`config.mk`:
```
export PLATFORM = sky130hd
export DESIGN_NAME = psat_adder
export DESIGN_NICKNAME = d
export VERILOG_FILES = /design/src/rtl/psat_pkg.sv /design/src/rtl/psat_lane_map.sv /design/src/rtl/psat_byte_chain.sv /design/src/rtl/psat_clamp.sv /design/src/rtl/psat_adder.sv
export SDC_FILE = /design/constraint.sdc
export NUM_CORES = 1
export LEC_CHECK = 0
export ABC_AREA = 0
export BUFFER_PORTS_ARGS = -buffer_cell sky130_fd_sc_hd__buf_2
export CAP_MARGIN = 20
export CORE_MARGIN = 2
export CORE_UTILIZATION = 45
export CTS_BUF_LIST = sky130_fd_sc_hd__clkbuf_4
export DETAILED_ROUTE_END_ITERATION = 6
export PLACE_DENSITY = 0.75
export SLEW_MARGIN = 20
export SYNTH_ARGS = -nofsm -noshare
export SYNTH_HDL_FRONTEND = slang
export SYNTH_SLANG_ARGS = --single-unit
export TNS_END_PERCENT = 20
```
`constraint.sdc`:
```
create_clock -name clk -period 0.8 [get_ports clk]
set_input_delay 0.16 -clock clk [delete_from_list [all_inputs] [get_ports clk]]
set_output_delay 0.16 -clock clk [all_outputs]
set_load 0.05 [all_outputs]
```
`src/rtl/psat_pkg.sv`:
```
package psat_pkg;
  localparam int unsigned BYTE_W_DEF = 8;
  localparam int unsigned NBYTES_DEF = 8;
  localparam int unsigned SEL_W      = 2;

  typedef enum logic [SEL_W-1:0] {
    LANE_B8  = 2'b00,
    LANE_B16 = 2'b01,
    LANE_B32 = 2'b10,
    LANE_B64 = 2'b11
  } lane_sel_e;
endpackage

```
`src/rtl/psat_lane_map.sv`:
```
// Turns the lane-size select into per-byte carry links and the index of the
// top byte of the lane that owns each byte.
module psat_lane_map #(
  parameter int unsigned NBYTES = psat_pkg::NBYTES_DEF,
  localparam int unsigned IDX_W = (NBYTES > 1) ? $clog2(NBYTES) : 1
) (
  input  logic [psat_pkg::SEL_W-1:0] lane_sel_i,
  output logic [NBYTES-1:0]          link_o,
  output logic [IDX_W-1:0]           end_idx_o [NBYTES]
);
  logic [IDX_W-1:0] span_m1;

  // Lane length in bytes minus one. It is truncated to IDX_W, which caps
  // the lane at the whole word.
  always_comb begin
    span_m1 = IDX_W'((32'd1 << lane_sel_i) - 32'd1);
  end

  for (genvar g = 0; g < NBYTES; g++) begin : g_byte
    localparam logic [IDX_W-1:0] POS = IDX_W'(g);
    if (g == 0) begin : g_first
      assign link_o[g] = 1'b0;
    end else begin : g_rest
      // A carry passes into byte g only if g is not the first byte of a lane.
      assign link_o[g] = |(POS & span_m1);
    end
    assign end_idx_o[g] = POS | span_m1;
  end
endmodule

```
`src/rtl/psat_byte_chain.sv`:
```
// Ripple of byte adders whose inter-byte carries pass only where link_i allows.
module psat_byte_chain #(
  parameter int unsigned BYTE_W = psat_pkg::BYTE_W_DEF,
  parameter int unsigned NBYTES = psat_pkg::NBYTES_DEF,
  localparam int unsigned DATA_W = BYTE_W * NBYTES
) (
  input  logic [DATA_W-1:0] a_i,
  input  logic [DATA_W-1:0] b_i,
  input  logic [NBYTES-1:0] link_i,
  output logic [DATA_W-1:0] sum_o,
  output logic [NBYTES-1:0] cout_o
);
  always_comb begin : p_chain
    logic            carry;
    logic [BYTE_W:0] part;
    carry = 1'b0;
    part  = '0;
    for (int g = 0; g < NBYTES; g++) begin
      part = {1'b0, a_i[g*BYTE_W +: BYTE_W]}
           + {1'b0, b_i[g*BYTE_W +: BYTE_W]}
           + {{BYTE_W{1'b0}}, carry & link_i[g]};
      sum_o[g*BYTE_W +: BYTE_W] = part[BYTE_W-1:0];
      cout_o[g]                 = part[BYTE_W];
      carry                     = part[BYTE_W];
    end
  end
endmodule

```
`src/rtl/psat_clamp.sv`:
```
// Clamps overflowing lanes to all ones in saturating mode and spreads the
// lane overflow to a flag on every byte of that lane.
module psat_clamp #(
  parameter int unsigned BYTE_W = psat_pkg::BYTE_W_DEF,
  parameter int unsigned NBYTES = psat_pkg::NBYTES_DEF,
  localparam int unsigned DATA_W = BYTE_W * NBYTES,
  localparam int unsigned IDX_W  = (NBYTES > 1) ? $clog2(NBYTES) : 1
) (
  input  logic [DATA_W-1:0] raw_i,
  input  logic [NBYTES-1:0] cout_i,
  input  logic [IDX_W-1:0]  end_idx_i [NBYTES],
  input  logic              sat_mode_i,
  output logic [DATA_W-1:0] res_o,
  output logic [NBYTES-1:0] flag_o
);
  for (genvar g = 0; g < NBYTES; g++) begin : g_byte
    assign flag_o[g] = sat_mode_i & cout_i[end_idx_i[g]];
    assign res_o[g*BYTE_W +: BYTE_W] =
      flag_o[g] ? {BYTE_W{1'b1}} : raw_i[g*BYTE_W +: BYTE_W];
  end
endmodule

```
`src/rtl/psat_adder.sv`:
```
module psat_adder #(
  parameter int unsigned BYTE_W = psat_pkg::BYTE_W_DEF,
  parameter int unsigned NBYTES = psat_pkg::NBYTES_DEF,
  localparam int unsigned DATA_W = BYTE_W * NBYTES,
  localparam int unsigned IDX_W  = (NBYTES > 1) ? $clog2(NBYTES) : 1
) (
  input  logic                        clk,
  input  logic                        rst_n,
  input  logic                        in_valid_i,
  input  logic [DATA_W-1:0]           opa_i,
  input  logic [DATA_W-1:0]           opb_i,
  input  logic [psat_pkg::SEL_W-1:0]  lane_sel_i,
  input  logic                        sat_mode_i,
  output logic                        out_valid_o,
  output logic [DATA_W-1:0]           sum_o,
  output logic [NBYTES-1:0]           sat_flag_o
);
  // Reset: asynchronous assertion, synchronous release.
  logic rst_meta_n;
  logic rst_sync_n;

  always_ff @(posedge clk or negedge rst_n) begin
    if (!rst_n) begin
      rst_meta_n <= 1'b0;
      rst_sync_n <= 1'b0;
    end else begin
      rst_meta_n <= 1'b1;
      rst_sync_n <= rst_meta_n;
    end
  end

  // Datapath.
  logic [NBYTES-1:0] link;
  logic [IDX_W-1:0]  end_idx [NBYTES];
  logic [DATA_W-1:0] raw_sum;
  logic [NBYTES-1:0] carry_out;
  logic [DATA_W-1:0] res_d;
  logic [NBYTES-1:0] flag_d;

  psat_lane_map #(.NBYTES(NBYTES)) lane_map_i (
    .lane_sel_i (lane_sel_i),
    .link_o     (link),
    .end_idx_o  (end_idx)
  );

  psat_byte_chain #(.BYTE_W(BYTE_W), .NBYTES(NBYTES)) chain_i (
    .a_i    (opa_i),
    .b_i    (opb_i),
    .link_i (link),
    .sum_o  (raw_sum),
    .cout_o (carry_out)
  );

  psat_clamp #(.BYTE_W(BYTE_W), .NBYTES(NBYTES)) clamp_i (
    .raw_i      (raw_sum),
    .cout_i     (carry_out),
    .end_idx_i  (end_idx),
    .sat_mode_i (sat_mode_i),
    .res_o      (res_d),
    .flag_o     (flag_d)
  );

  // Next state.
  logic              vld_d;
  logic              ld_en;
  logic              vld_q;
  logic [DATA_W-1:0] res_q;
  logic [NBYTES-1:0] flag_q;

  always_comb begin
    vld_d = in_valid_i;
    ld_en = in_valid_i;
  end

  // Registers.
  always_ff @(posedge clk or negedge rst_sync_n) begin
    if (!rst_sync_n) begin
      vld_q <= 1'b0;
    end else begin
      vld_q <= vld_d;
    end
  end

  always_ff @(posedge clk) begin
    if (ld_en) begin
      res_q  <= res_d;
      flag_q <= flag_d;
    end
  end

  assign out_valid_o = vld_q;
  assign sum_o       = res_q;
  assign sat_flag_o  = flag_q;
endmodule

```
==> impl_metrics.csv <==
group,metric,value,unit
outcome,status,"finished with violations",
outcome,violations,"setup timing",
synth,synth_edf_count,72,
power_and_ir_drop,power_frac_seq,0.317,
cts,tritoncts,"done",
grt,antenna_found_initial,2,
drt,wl_met1,6040,microns
layout,stdcell_count,1033,
synth,synth_compound_area_frac,0.161,
cts,cts_buffer_depth,2,
synth,syn_avg_cell_area,11.2,sq um
drt,wl_met3,918,microns
critical_path,cpMaxStageDelayCell,"fa_2",
grt,grtUsageTotal,0.270,
layout,final_common_cell,"buf_4",
place,place_inst,949,
power_and_ir_drop,p_sw,6250,uW
critical_path,critPathKind,"input pin to register",
drt,wl_per_cell,16.8,microns
synth,syn_area,5260,sq um
power_and_ir_drop,internal-power,10800,uW
die,start_util,0.461,
cts,clock_latency,430,ps
timing,layout_min_cycle_time,11200,ps
grt,grt_pass1_wl,27000,microns
critical_path,timing.critical_path.mode_cell,"fa_2",
layout,nNetsFinal,1089,
worst_hold_path,hold_class,"register to async pin",
cts,clock_sinks,75,
layout,syn_to_final_growth,70.7,%
layout,layout_common_cells,"buf_4, buf_2, buf_6, edfxtp_1, ha_1",
die,die_w,112,microns
timing,rsz0062_at_grt,"true",
cts,root_buffer,"clkbuf_4",
power_and_ir_drop,worst_ir_drop_vdd,1.84,mV
critical_path,start_kind,"input pin",
synth,seq_area_frac_synth,0.425,
power_and_ir_drop,leakagePower,0.00425,uW
critical_path,reg2regPathDepth,0,
timing,drv_slew,0,
grt,grt_pass1_vias,5720,
die,io_pins,207,
drt,top_layer_used,"met4",
cts,htreeDepth,3,
drt,drtAntennaViolNets,0,
synth,synthArstFlopShare,0.0400,
place,dp_slack,-11230,ps
die,dieArea,12600,sq um
power_and_ir_drop,switching_share,0.367,
synth,synth_seq_cells,75,
drt,via_per_inst,5.31,
grt,overflow,0,
synth,synth_fa_ha_area_frac,0.193,
critical_path,r2r_slack,310,ps
layout,drive_above_1_share,0.544,
place,gp_congestion,0.868,
critical_path,cp-end-kind,"register",
synth,syn_nets,675,
timing,layout_setup_ws,-10400,ps
critical_path,cp_data_arrival_time,11400,ps
power_and_ir_drop,clockPowerShare,0.199,
timing,fmax,89.3,MHz
synth,synth-simple-area-share,0.144,
critical_path,cp_max_fo,6,
place,dp_hpwl,12400,microns
timing,slew_headroom,0.657,
drt,met2_length,9630,microns
synth,syn_inst,469,
drt,drt_pass1_iterations,6,
timing,final.setup.tns,-761080,ps
synth,synth_top_flop_cell,"edfxtp_1",
flow_run,cap_violations,0,
place,numPortBuffers,206,
synth,netlist-cell-type-count,54,
timing,finalCritPeriodShare,14.0,
critical_path,max_stage_delay,410,ps
power_and_ir_drop,power,17000,uW
drt,route.vias.total,5488,
timing,setup_viol,145,
cts,clk_pin_slew,130,ps
cts,cts_buffers,9,
die,fp.coreArea,11400,sq um
drt,routed_wl,17400,microns
grt,grt_max_degree,34,
die,std_cell_rows,39,
synth,synthMuxAreaShare,0,
power_and_ir_drop,cellPowerDensity,1900,nW/um^2
timing,finalHoldViolCount,0,
drt,drt_iter0_markers,284,
synth,yosys_warnings,0,
timing,worst_pin_slew,502,ps
critical_path,crit_required,1000,ps
critical_path,r2r-end,"rst_sync_n",
power_and_ir_drop,p_comb_frac,0.484,
synth,synth-xor-area-share,0.0683,
critical_path,reg2reg_from,"rst_meta_n",
drt,drc,0,
die,die_h,112,microns
synth,synth_top_family_by_area,"adder cells",
timing,clock_skew,0.0469,ps
worst max-delay path: cells and delay by family:
family | cells | cell delay (ps)
buffers and inverters | 2 | 280
adder cells (fa/ha/maj) | 16 | 5690
AND/OR/NAND/NOR | 13 | 1580
AO/OA/AOI/OAI | 19 | 3680
layer usage:
layer	global-route usage	up-vias
li1	-	2592
met1	0.285	2585
met2	0.513	246
met3	0.0394	65
met4	0.148	0
met5	0	-
final cells by class:
cell class / instances / area (sq um)
clock inverters: 6 / 136
inverters: 8 / 30.0
diodes: 2 / 5.00
well taps: 143 / 179
flip-flops and latches: 75 / 2240
repair buffers: 405 / 3060
fillers: 711 / 2440
multi-input cells: 384 / 3250
clock buffers: 10 / 75.1
registers in the layout, summed over array words and instances, names as in the netlist:
name,flops
sum_o,64
sat_flag_o,8
out_valid_o,1
rst_meta_n,1
rst_sync_n,1
worst max-delay path by stage:
stage / from / end / slack (ps)
after detailed placement: opa_i[0] / sum_o[23] / -11230
final: opa_i[0] / sum_o[23] / -10400
after global routing: opb_i[0] / sum_o[23] / -10760
after floorplan: opa_i[0] / sum_o[15] / -10490
after CTS: opb_i[0] / sum_o[23] / -10200
after global placement: opa_i[0] / sum_o[15] / -10860
cells in the mapped netlist (2+ instances only):
cell type / n / share of area
a211oi_1: 11 / 0.016
a21o_1: 15 / 0.021
a21oi_1: 32 / 0.030
and2_1: 4 / 0.0048
and3_1: 2 / 0.0024
clkbuf_1: 2 / 0.0014
dfrtp_1: 3 / 0.014
edfxtp_1: 72 / 0.41
fa_1: 15 / 0.057
ha_1: 57 / 0.14
inv_1: 7 / 0.0050
nand2_1: 44 / 0.031
nand2b_1: 17 / 0.020
nand3_1: 10 / 0.0095
nand4_1: 2 / 0.0024
nor2_1: 25 / 0.018
nor2b_1: 11 / 0.013
nor3_1: 7 / 0.0067
nor4_1: 4 / 0.0048
o211a_1: 2 / 0.0038
o211ai_1: 7 / 0.010
o21ai_0: 24 / 0.023
o21ai_1: 2 / 0.0019
o21bai_1: 7 / 0.010
o31ai_1: 6 / 0.0086
o41ai_1: 2 / 0.0033
or2_2: 8 / 0.0095
or3_1: 6 / 0.0071
xnor2_1: 19 / 0.032
xor2_1: 22 / 0.037
power groups by stage:
stage          logic (uW)  registers (uW)  clock network (uW)
4_1_cts              7900            5390                3450
5_1_grt              8720            5440                3580
2_1_floorplan        2190            7380                   0
6_report             8230            5390                3390
3_5_place_dp         6590            5330                   0
3_3_place_gp         6410            5320                   0
what timing repair did:
item | in CTS | in global routing
endpoints found under the hold margin | 2 | 0
setup buffers | 52 | 9
resized for setup | 177 | 17
pin swaps | 32 | 8
setup endpoints to repair | 145 | 145
hold buffers | 2 | 0
cloned | 1 | 2
per-stage QoR:
step / hold WS (ps) / util / area, sq um
2_1_floorplan: -136 / - / 5390
3_3_place_gp: -55.6 / 0.667 / 7620
3_5_place_dp: -50.0 / 0.667 / 7620
4_1_cts: 9.14 / 0.772 / 8810
5_1_grt: 23.1 / 0.786 / 8980
6_report: 10.2 / 0.786 / 8980
cells by family after synthesis:
family | count (synthesis)
buffers and inverters | 11
and+or+nand+nor | 148
AOI/OAI and AO/OA | 121
DFF | 75
other | 1
xor gates and xnor gates | 41
adders and majority gates | 72
(Power assumes the default switching activity.)
